$ cat src/rtl/serport_pkg.sv
// Package: register offsets and interrupt cause codes shared by the serial
// port register file and its helpers. Assumes an 8-location byte map.
package serport_pkg;
    localparam logic [2:0] OFS_DATA = 3'd0;
    localparam logic [2:0] OFS_IER  = 3'd1;
    localparam logic [2:0] OFS_IIR  = 3'd2;
    localparam logic [2:0] OFS_LCR  = 3'd3;
    localparam logic [2:0] OFS_MCR  = 3'd4;
    localparam logic [2:0] OFS_LSR  = 3'd5;
    localparam logic [2:0] OFS_MSR  = 3'd6;
    localparam logic [2:0] OFS_SCR  = 3'd7;

    localparam logic [3:0] CAUSE_NONE  = 4'h1;
    localparam logic [3:0] CAUSE_LINE  = 4'h6;
    localparam logic [3:0] CAUSE_RXTO  = 4'hC;
    localparam logic [3:0] CAUSE_THRE  = 4'h2;
    localparam logic [3:0] CAUSE_MODEM = 4'h0;
endpackage

$ cat src/rtl/serport_rxq.sv
// Receive queue: circular byte buffer whose usable capacity is either one
// entry or DEPTH entries, chosen by deep_i. Assumes DEPTH is a power of two
// so the pointers wrap naturally. A clear wins over a push in the same cycle.
module serport_rxq #(
    parameter int DATA_W = 8,
    parameter int DEPTH  = 16
) (
    input  logic                         clk,
    input  logic                         rst_n,
    input  logic                         deep_i,
    input  logic                         clear_i,
    input  logic                         push_i,
    input  logic [DATA_W-1:0]            push_data_i,
    input  logic                         pop_i,
    output logic [DATA_W-1:0]            head_o,
    output logic                         empty_o,
    output logic                         overflow_o,
    output logic [$clog2(DEPTH+1)-1:0]   count_o
);
    localparam int PTR_W = $clog2(DEPTH);
    localparam int CNT_W = $clog2(DEPTH + 1);

    logic [DATA_W-1:0] store [DEPTH];
    logic [PTR_W-1:0]  rd_ptr, wr_ptr;
    logic [CNT_W-1:0]  cnt, limit;
    logic              full, do_pop, do_push;

    // Capacity and handshake decisions for this cycle.
    always_comb begin
        limit      = deep_i ? CNT_W'(DEPTH) : CNT_W'(1);
        full       = (cnt >= limit);
        empty_o    = (cnt == '0);
        do_pop     = pop_i && !empty_o;
        do_push    = push_i && (!full || do_pop);
        overflow_o = push_i && full && !do_pop && !clear_i;
        head_o     = store[rd_ptr];
        count_o    = cnt;
    end

    // Pointer and occupancy bookkeeping.
    always_ff @(posedge clk) begin
        if (!rst_n || clear_i) begin
            rd_ptr <= '0;
            wr_ptr <= '0;
            cnt    <= '0;
        end else begin
            if (do_push) wr_ptr <= wr_ptr + PTR_W'(1);
            if (do_pop)  rd_ptr <= rd_ptr + PTR_W'(1);
            cnt <= cnt + CNT_W'(do_push) - CNT_W'(do_pop);
        end
    end

    // Byte storage, written at the write pointer.
    always_ff @(posedge clk) begin
        if (do_push && !clear_i) store[wr_ptr] <= push_data_i;
    end
endmodule

$ cat src/rtl/serport_modem.sv
// Modem control and status: holds the modem control register, builds the
// status bits (loopback mirror only, no external modem pins) and keeps the
// sticky change flags until a status read clears them.
module serport_modem (
    input  logic       clk,
    input  logic       rst_n,
    input  logic       wr_mcr_i,
    input  logic [7:0] wdata_i,
    input  logic       rd_msr_i,
    output logic [7:0] mcr_o,
    output logic [7:0] msr_o
);
    logic [3:0] nxt_stat;   // {dcd, ri, dsr, cts}
    logic [3:0] nxt_delta;  // {ddcd, teri, ddsr, dcts}

    // New status and change flags implied by the incoming control byte.
    always_comb begin
        nxt_stat  = wdata_i[4] ? {wdata_i[3], wdata_i[2], wdata_i[0], wdata_i[1]} : 4'b0;
        nxt_delta[0] = nxt_stat[0] ^ msr_o[4];
        nxt_delta[1] = nxt_stat[1] ^ msr_o[5];
        nxt_delta[2] = msr_o[6] && !nxt_stat[2];
        nxt_delta[3] = nxt_stat[3] ^ msr_o[7];
    end

    // Control register capture and status/flag update.
    always_ff @(posedge clk) begin
        if (!rst_n) begin
            mcr_o <= 8'h00;
            msr_o <= 8'h00;
        end else if (wr_mcr_i) begin
            mcr_o <= wdata_i & 8'h1F;
            msr_o <= {nxt_stat, msr_o[3:0] | nxt_delta};
        end else if (rd_msr_i) begin
            msr_o[3:0] <= 4'h0;
        end
    end
endmodule

$ cat src/rtl/serport_cause.sv
// Interrupt cause selector: fixed-priority choice among line status,
// receive data, transmit empty and modem change, gated by the enables.
module serport_cause
    import serport_pkg::*;
(
    input  logic [3:0] ier_i,
    input  logic       overrun_i,
    input  logic       rx_ready_i,
    input  logic       thre_pend_i,
    input  logic       modem_chg_i,
    output logic [3:0] cause_o,
    output logic       active_o
);
    // Priority encode the pending causes.
    always_comb begin
        if (overrun_i && ier_i[2])        cause_o = CAUSE_LINE;
        else if (rx_ready_i && ier_i[0])  cause_o = CAUSE_RXTO;
        else if (thre_pend_i && ier_i[1]) cause_o = CAUSE_THRE;
        else if (modem_chg_i && ier_i[3]) cause_o = CAUSE_MODEM;
        else                              cause_o = CAUSE_NONE;
        active_o = (cause_o != CAUSE_NONE);
    end
endmodule

$ cat src/rtl/serial_port_regs.sv
// Top: 16550-style register file over a byte host port. Decodes accesses,
// owns the divisor, enable, line control, FIFO control and scratch
// registers, overrun and transmit-empty flags, and the registered read
// data. Assumes one access per cycle; simultaneous strobes act as a write.
module serial_port_regs
    import serport_pkg::*;
#(
    parameter int REF_CLK_HZ   = 1843200,
    parameter int DEFAULT_BAUD = 9600,
    parameter int FIFO_DEPTH   = 16
) (
    input  logic       clk,
    input  logic       rst_n,
    input  logic [2:0] addr,
    input  logic       wr_en,
    input  logic       rd_en,
    input  logic [7:0] wdata,
    output logic [7:0] rdata,
    input  logic       rx_valid,
    input  logic [7:0] rx_byte,
    output logic       tx_valid,
    output logic [7:0] tx_byte,
    output logic       irq
);
    localparam int          DIV_INT   = REF_CLK_HZ / DEFAULT_BAUD / 16;
    localparam logic [15:0] DIV_RESET = DIV_INT[15:0];
    localparam int          CNT_W     = $clog2(FIFO_DEPTH + 1);

    logic [7:0] dll, dlm, ier, lcr, scr, fcr;
    logic [7:0] mcr, msr;
    logic       lsr_oe, thre_pend;
    logic       dlab, loop_on, rd_any;
    logic       wr_thr, wr_dll, wr_dlm, wr_ier, wr_fcr, wr_lcr, wr_mcr, wr_scr;
    logic       rd_rbr, rd_iir, rd_lsr, rd_msr;
    logic       q_push, q_clear, q_empty, q_ovf;
    logic [7:0] q_data, q_head, rd_mux;
    logic [CNT_W-1:0] q_cnt;
    logic [3:0] cause;
    logic       cause_act;

    // Access decode with divisor-access remap of offsets 0 and 1.
    always_comb begin
        dlab    = lcr[7];
        loop_on = mcr[4];
        rd_any  = rd_en && !wr_en;
        wr_thr  = wr_en && addr == OFS_DATA && !dlab;
        wr_dll  = wr_en && addr == OFS_DATA && dlab;
        wr_ier  = wr_en && addr == OFS_IER && !dlab;
        wr_dlm  = wr_en && addr == OFS_IER && dlab;
        wr_fcr  = wr_en && addr == OFS_IIR;
        wr_lcr  = wr_en && addr == OFS_LCR;
        wr_mcr  = wr_en && addr == OFS_MCR;
        wr_scr  = wr_en && addr == OFS_SCR;
        rd_rbr  = rd_any && addr == OFS_DATA && !dlab;
        rd_iir  = rd_any && addr == OFS_IIR;
        rd_lsr  = rd_any && addr == OFS_LSR;
        rd_msr  = rd_any && addr == OFS_MSR;
    end

    // Receive queue feed: loopback data writes or external bytes.
    always_comb begin
        q_push  = loop_on ? wr_thr : rx_valid;
        q_data  = loop_on ? wdata : rx_byte;
        q_clear = wr_fcr && ((fcr[0] ^ wdata[0]) || (wdata[0] && wdata[1]));
    end

    serport_rxq #(
        .DATA_W (8),
        .DEPTH  (FIFO_DEPTH)
    ) u_rxq (
        .clk         (clk),
        .rst_n       (rst_n),
        .deep_i      (fcr[0]),
        .clear_i     (q_clear),
        .push_i      (q_push),
        .push_data_i (q_data),
        .pop_i       (rd_rbr),
        .head_o      (q_head),
        .empty_o     (q_empty),
        .overflow_o  (q_ovf),
        .count_o     (q_cnt)
    );

    serport_modem u_modem (
        .clk      (clk),
        .rst_n    (rst_n),
        .wr_mcr_i (wr_mcr),
        .wdata_i  (wdata),
        .rd_msr_i (rd_msr),
        .mcr_o    (mcr),
        .msr_o    (msr)
    );

    serport_cause u_cause (
        .ier_i       (ier[3:0]),
        .overrun_i   (lsr_oe),
        .rx_ready_i  (!q_empty),
        .thre_pend_i (thre_pend),
        .modem_chg_i (msr[3:0] != 4'h0),
        .cause_o     (cause),
        .active_o    (cause_act)
    );

    // Software-written configuration registers.
    always_ff @(posedge clk) begin
        if (!rst_n) begin
            dll <= DIV_RESET[7:0];
            dlm <= DIV_RESET[15:8];
            ier <= 8'h00;
            lcr <= 8'h00;
            scr <= 8'h00;
            fcr <= 8'h00;
        end else begin
            if (wr_dll) dll <= wdata;
            if (wr_dlm) dlm <= wdata;
            if (wr_ier) ier <= wdata & 8'h0F;
            if (wr_lcr) lcr <= wdata;
            if (wr_scr) scr <= wdata;
            if (wr_fcr) fcr <= wdata[0] ? (wdata & 8'hC9) : 8'h00;
        end
    end

    // Sticky overrun and transmit-empty pending flags.
    always_ff @(posedge clk) begin
        if (!rst_n) begin
            lsr_oe    <= 1'b0;
            thre_pend <= 1'b0;
        end else begin
            if (rd_lsr) lsr_oe <= 1'b0;
            if (q_ovf)  lsr_oe <= 1'b1;
            if (wr_thr)
                thre_pend <= 1'b1;
            else if (rd_iir && cause == CAUSE_THRE)
                thre_pend <= 1'b0;
        end
    end

    // Read data selection from the pre-access state.
    always_comb begin
        unique case (addr)
            OFS_DATA: rd_mux = dlab ? dll : (q_empty ? 8'hFF : q_head);
            OFS_IER:  rd_mux = dlab ? dlm : ier;
            OFS_IIR:  rd_mux = {fcr[0] ? 2'b11 : 2'b00, 2'b00, cause};
            OFS_LCR:  rd_mux = lcr;
            OFS_MCR:  rd_mux = mcr;
            OFS_LSR:  rd_mux = {1'b0, 1'b1, 1'b1, 3'b000, lsr_oe, !q_empty};
            OFS_MSR:  rd_mux = msr;
            default:  rd_mux = scr;
        endcase
    end

    // Registered read data and transmit strobe.
    always_ff @(posedge clk) begin
        if (!rst_n) begin
            rdata    <= 8'h00;
            tx_valid <= 1'b0;
            tx_byte  <= 8'h00;
        end else begin
            if (rd_any) rdata <= rd_mux;
            tx_valid <= wr_thr && !loop_on;
            if (wr_thr && !loop_on) tx_byte <= wdata;
        end
    end

    // Level interrupt follows the selected cause.
    always_comb irq = cause_act;
endmodule

$ cat config.mk
export PLATFORM = sky130hd
export DESIGN_NAME = serial_port_regs
export DESIGN_NICKNAME = d
export VERILOG_FILES = /design/src/rtl/serport_pkg.sv /design/src/rtl/serport_rxq.sv /design/src/rtl/serport_modem.sv /design/src/rtl/serport_cause.sv /design/src/rtl/serial_port_regs.sv
export SDC_FILE = /design/constraint.sdc
export NUM_CORES = 1
export LEC_CHECK = 0
export ABC_AREA = 1
export BUFFER_PORTS_ARGS = -buffer_cell sky130_fd_sc_hd__buf_4
export CAP_MARGIN = 25
export CORE_ASPECT_RATIO = 1.4
export CORE_UTILIZATION = 60
export CTS_CLUSTER_SIZE = 30
export DETAILED_ROUTE_END_ITERATION = 8
export GPL_TIMING_DRIVEN = 0
export PLACE_DENSITY = 0.78
export SLEW_MARGIN = 15
export SYNTH_ARGS = -nofsm -noshare
export SYNTH_HDL_FRONTEND = slang
export SYNTH_SLANG_ARGS = --single-unit
$ cat constraint.sdc
create_clock -name clk -period 7.5 [get_ports clk]
set_input_delay 1.125 -clock clk [delete_from_list [all_inputs] [get_ports clk]]
set_output_delay 1.125 -clock clk [all_outputs]
set_load 0.02 [all_outputs]
Yosys cells after proc, flatten, opt, wreduce, memory -nomap -nowiden

Memory sizes are Yosys's and may differ from the RTL's. A register that Yosys moved wholly into a read port is not among the register bits.
Index checks and enable logic that the tools add are counted.

RAM bits: 128
Memories kept: 1
Latch bits: 0
Output and inout bits: 18
Flip-flop bits (word level): 82
Logic and storage cells: 110
Bits in read-only memories: 0

Multipliers: 0
Equal/unequal tests: 9
Add/subtract/negate cells: 4
Magnitude comparators: 1
Shifts and indexed selects: 0
Bitwise gates (word level): 5
Reductions and logical operators: 49
Multiplexer cells: 24
Div/mod/pow operators: 0

Memories:

| memory      | depth | bits a word | rd ports | clocked after memory_dff | write ports | line              | source |
|---|---|---|---|---|---|---|---|
| u_rxq.store | 16    | 8           | 1        | 1                        | 1           | serport_rxq.sv:23 | `logic [DATA_W-1:0] store [DEPTH];` |

Operator list:

| cell                                          | number |
|---|---|
| one-hot mux 8 bit (7 select lines)            | 1 |
| two-way mux 4 bit                             | 8 |
| two-way mux 8 bit                             | 4 |
| logical AND 1 bit                             | 31 |
| == test 3 bit, second input constant          | 4 |
| logical NOT 1 bit                             | 9 |
| two-way mux 1 bit                             | 9 |
| adder 4 x 1 -> 4 bit, second input constant   | 2 |
| == test 3 x 2 -> 1 bit, second input constant | 2 |
| nonzero test 2 bit                            | 3 |
| adder 5 x 1 -> 5 bit                          | 1 |
| greater-or-equal comparator 5 bit             | 1 |
| logical NOT 5 bit                             | 1 |
| two-way mux 5 bit                             | 1 |
| subtractor 5 x 1 -> 5 bit                     | 1 |
| == test 4 x 2 -> 1 bit, second input constant | 1 |
| != test 4 x 1 -> 1 bit, second input constant | 1 |
| OR 4 bit                                      | 1 |
| nonzero test 4 bit                            | 1 |
| XOR 1 bit                                     | 4 |
| == test 3 x 1 -> 1 bit, second input constant | 1 |
| logical NOT 3 bit                             | 1 |
| logical OR 1 bit                              | 3 |
| two-way mux 2 bit                             | 1 |

Logic depth before layout (Yosys ltp)

Depth after elaboration: 10
Gate-level depth with buffers: 18
Mapped depth without buffers: 18

Modules after synthesis

A second synthesis with hierarchy kept.

Cell total of the unflattened synthesis: 1106
Area total of the unflattened synthesis: 9988.3 um2

Modules (own cells, without submodules):

| module           | instances | area each (um2) | cells each | sequential area each (um2) |
|---|---|---|---|---|
| serport_rxq      | 1         | 6392.4          | 569        | 4184.0 |
| serial_port_regs | 1         | 2980.4          | 453        | 1121.1 |
| serport_modem    | 1         | 549.3           | 71         | 260.2 |
| serport_cause    | 1         | 66.3            | 13         | 0.0 |

Worst setup path before layout

No wires, ideal clock.

Path kind: input-to-reg
Start point: input addr[2]
End point: register u_rxq.cnt[4], in the netlist u_rxq.count_o[4]
Data required time: 7.380 ns
Slack: 4.272 ns
Arrival: 3.108 ns
Path buffers: 0
Cell stages on the path: 16
Path through: nor3_2 inv_2 nor3_4 inv_2 nand2_2 nand2_4 clkinv_2 ha_1 inv_1 fa_1 nor2_1 nor2_1 nor2_1 nor2_1 o21ai_0 a21oi_1

Word-level cells in the longest chain between the ends: 8
Elaborated cells on any way between the ends: 15
Classes of those cells: 2 x add/sub; 1 x eq/ne; 1 x mux; 11 x reduce/logical

Ends and longest elaborated chain:

| what                           | line                   | source |
|---|---|---|
| from (decl)                    | serial_port_regs.sv:14 | `input logic [2:0] addr,` |
| logical NOT 3 bit              | serial_port_regs.sv:54 | `rd_rbr = rd_any && addr == OFS_DATA && !dlab;` |
| logical AND 1 bit (2 in a row) | serial_port_regs.sv:54 |  |
| logical AND 1 bit              | serport_rxq.sv:33      | `do_pop = pop_i && !empty_o;` |
| net u_rxq.do_pop               | serport_rxq.sv:26      | `logic full, do_pop, do_push;` |
| logical OR 1 bit               | serport_rxq.sv:34      | `do_push = push_i && (!full \|\| do_pop);` |
| logical AND 1 bit              | serport_rxq.sv:34      |  |
| net u_rxq.do_push              | serport_rxq.sv:26      |  |
| adder 5 x 1 -> 5 bit           | serport_rxq.sv:49      | `cnt <= cnt + CNT_W'(do_push) - CNT_W'(do_pop);` |
| subtractor 5 x 1 -> 5 bit      | serport_rxq.sv:49      |  |
| to (signal assigned)           | serport_rxq.sv:49      |  |
| to (decl)                      | serport_rxq.sv:25      | `logic [CNT_W-1:0] cnt, limit;` |

The timed path passes the listed nets, and every way through them passes these cells.
A chain may end at the register's enable or synchronous reset.

Final worst setup path

Start point: input wr_en
End point: register u_rxq.cnt[4], in the netlist u_rxq.count_o[4]

Word-level cells in the longest chain between the ends: 9
Elaborated cells on any way between the ends: 15
Classes of those cells: 2 x add/sub; 1 x mux; 12 x reduce/logical

Ends and longest elaborated chain:

| what                           | line                   | source |
|---|---|---|
| from (decl)                    | serial_port_regs.sv:15 | `input logic wr_en,` |
| logical NOT 1 bit              | serial_port_regs.sv:45 | `rd_any = rd_en && !wr_en;` |
| logical AND 1 bit              | serial_port_regs.sv:45 |  |
| logical AND 1 bit (2 in a row) | serial_port_regs.sv:54 |  |
| logical AND 1 bit              | serport_rxq.sv:33      |  |
| net u_rxq.do_pop               | serport_rxq.sv:26      |  |
| logical OR 1 bit               | serport_rxq.sv:34      |  |
| logical AND 1 bit              | serport_rxq.sv:34      |  |
| net u_rxq.do_push              | serport_rxq.sv:26      |  |
| adder 5 x 1 -> 5 bit           | serport_rxq.sv:49      |  |
| subtractor 5 x 1 -> 5 bit      | serport_rxq.sv:49      |  |

The timed path passes the listed nets, and every way through them passes these cells.

==> flow_metrics.tcl <==
set metrics [dict create \
    status "finished, final reports clean" \
    cts_resized 0 \
    track_usage 0.317 \
    drc 0 \
    timing.final.hold_violations 0 \
    max_freq_mhz 302 \
    dr.pass1.iters 6 \
    start_util 0.614 \
    die_h_um 151 \
    gp_congestion 1.04 \
    final_area_um2 10700 \
    drv_slew 0 \
    die_x_um 109 \
    synthCells 1099 \
    crit_type "input pin to flop" \
    endpoint "u_rxq.count_o[4]$_SDFF_PP0_" \
    synth_seq_cells 214 \
    grt_max_degree 17 \
    busiest_layer "met2" \
    clkLatencyLatePin_ps 490 \
    die-area_um2 16400 \
    met1_usage 0.353 \
    fin_crit_sh 0.441 \
    maxCapViolations 0 \
    yosysSeqAreaShare 0.583 \
    tritoncts "built" \
    port_buffers 38 \
    grt_pass1_wl_mm 38.8 \
    cp_slowest_cell "fa_1" \
    yosys_warnings 0 \
    cp-start-kind "input pin" \
    power_leakage_nw 4.50 \
    hpwl_mm 17.7 \
    worstPathCellList "buf_4 > inv_1 > nand2_2 > nor3_4 > inv_2 > nand2_2 > nand2_4 > clkinv_2 > ha_1 > inv_1 > fa_1 > nor2_1 > nor2_1 > nor2_1 > nor2_1 > o21ai_0 > a21oi_1" \
    cts.sinks 214 \
    cp_max_fo 9 \
    synth_cell_types 37 \
    cts-htree-levels 1 \
    period_minus_slack_ps 3310 \
    hp-class "flop to flop" \
    setup_viol 0 \
    worst_pin_slew_ps 970 \
    reg2reg_from "u_rxq.count_o[2]$_SDFF_PP0_" \
    cts_setup_buffers 0 \
    syn_area_um2 9540 \
    grt-ovfl-total 0 \
    ios 42 \
    tns_ps 0 \
    irDropWorstVdd_v 0.000177 \
    grt_pass1_vias 7370 \
    cts_buffers 21 \
    regToRegSetupSlack_ps 4470 \
    async_flop_share 0 \
    clk_pin_slew_worst_paths_ps 60 \
    synth_top_area_share 0.403 \
    setup_slack_ps 4190 \
    drive_gt1_frac 0.0843 \
    synth_top_area_cell "edfxtp_1" \
    final_antenna_net_count 0 \
    place_area_um2 10100 \
    endpoint_kind "flop" \
    dpl_worst_slack_ps 3710 \
    critPathRequiredTime_ps 7880 \
    hold_slack_ps 449 \
    layout.nets 1200 \
    synth_nets 1139 \
    drtIter0Drc 561 \
    coreArea_um2 15500 \
    synth_common_cells "302 x nand2_1, 138 x inv_1, 128 x edfxtp_1" \
    synth.most_common_cell "nand2_1" \
    wl_per_cell_um 18.5 \
    ys.flop_type "edfxtp_1" \
    clock-root-buffer "clkbuf_16" \
    syn_avg_cell_area_um2 8.68 \
    synth_top_cells_by_area "edfxtp_1 40%, dfxtp_1 18%, nand2_1 12%, nand3_1 5.8%, inv_1 5.4%" \
    crit_top_cell "nor2_1" \
    num_vias 7751 \
    avgViaCountPerCell 5.66 \
    syn2layout_area_growth_pct 12.5 \
    wl_mm 25.3 \
    arrival_ps 3690 \
    cp-startpoint "wr_en" \
    synth-edff-count 128 \
    slowest_delay_ps 410 \
    antenna_found_initial 0 \
    rsz0062_at_grt "false" \
    reg2reg_depth 18 \
    cts_buffer_depth 3 \
    skew_ps 11.7 \
    postCtsHoldBufs 0 \
    antenna_cells 0 \
    totalPowerFinal_mw 2.78 \
    power.density_nw_per_um2 259 \
    r2r_end "u_rxq.count_o[4]$_SDFF_PP0_" \
    fp-row-count 54 \
    use_met3 0.0392 \
    relSlewSlack 0.353 \
    use_met2 0.573 \
]
==> layout make-up <==
class / instances / area (µm²)
Inverter: 145 / 546
Tap cell: 196 / 245
Fill cell: 1269 / 4810
Timing Repair Buffer: 38 / 285
Clock buffer: 27 / 568
Multi-Input combinational cell: 695 / 3250
Clock inverter: 10 / 86.3
Buffer: 45 / 183
Sequential cell: 214 / 5570
==> worst min-delay path by stage <==
stage	startpoint	slack, ps	cells past startpoint	endpoint
finish	dlm[4]$_SDFFE_PN0P_	450	2	dlm[4]$_SDFFE_PN0P_
global route	dlm[4]$_SDFFE_PN0P_	470	2	dlm[4]$_SDFFE_PN0P_
CTS	dlm[4]$_SDFFE_PN0P_	450	2	dlm[4]$_SDFFE_PN0P_
detailed placement	dlm[4]$_SDFFE_PN0P_	440	2	dlm[4]$_SDFFE_PN0P_
global placement	dlm[7]$_SDFFE_PN0P_	430	2	dlm[7]$_SDFFE_PN0P_
floorplan	dlm[0]$_SDFFE_PN0P_	420	2	dlm[0]$_SDFFE_PN0P_
==> where the power goes <==
group / internal, mW / total (mW) / switching [mW] / leakage [nW]
Clock: 0.574 / 1.01 / 0.440 / 0.318
Sequential: 1.31 / 1.34 / 0.0272 / 1.85
Combinational: 0.130 / 0.431 / 0.301 / 2.33
Total: 2.01 / 2.78 / 0.768 / 4.50
==> flip-flops by register name (all words and copies together), names as in the netlist, named ones only <==
signal and count:
u_rxq.count_o 5, u_modem.mcr_o 5, u_modem.msr_o 8, tx_byte 8, dll 8, u_rxq.rd_ptr 4, tx_valid 1, ier 4
fcr 1, lcr 8, rdata 8, lsr_oe 1, u_rxq.store 128, scr 8, thre_pend 1, u_rxq.wr_ptr 4
dlm 8
==> cells in the final DEF (no fill, tap or decap), types with 2 or more instances in the layout <==
cell type	instances
clkbuf_2	2
o21ai_0	60
ha_1	15
and3_1	2
nand2_2	5
clkbuf_16	21
nand2_1	302
dfxtp_1	86
buf_2	9
o22ai_1	2
inv_1	138
clkbuf_1	36
clkbuf_8	2
clkinv_2	3
nand3_1	110
xor2_1	6
a21oi_1	70
buf_4	38
clkinv_1	4
nand4_1	4
nor3_1	5
nor2_1	87
inv_2	4
buf_1	2
edfxtp_1	128
nor4_1	3
a211oi_1	10
==> routing by layer <==
metal / share of wire / up-vias
met2: 0.51 / 372
met4: 0.062 / 0
met5: 0 / -
met3: 0.067 / 106
met1: 0.36 / 3568
li1: - / 3705
==> cell families after synthesis <==
logic type                 count (synthesis)  synth area share
DFF                                      214             0.583
buffers and inverters                    190            0.0763
and+or+nand+nor                          525             0.231
xor gates and xnor gates                   6           0.00551
adders and majority gates                 16            0.0218
AOI/OAI and AO/OA                        148            0.0818
==> per-stage QoR <==
step / utilization / std cells
after floorplan: - / 1099
after detailed placement: 0.648 / 1333
after global routing: 0.690 / 1370
after global placement: 0.648 / 1333
after CTS: 0.690 / 1370
final: 0.690 / 1370
==> critical path: cells and delay by family <==
family | cells | cell delay, ps
buf+inv | 5 | 630
simple gates | 8 | 1110
compound gates | 2 | 210
fa+ha+maj | 2 | 590
Note: power is estimated with default switching activity, not from simulation.
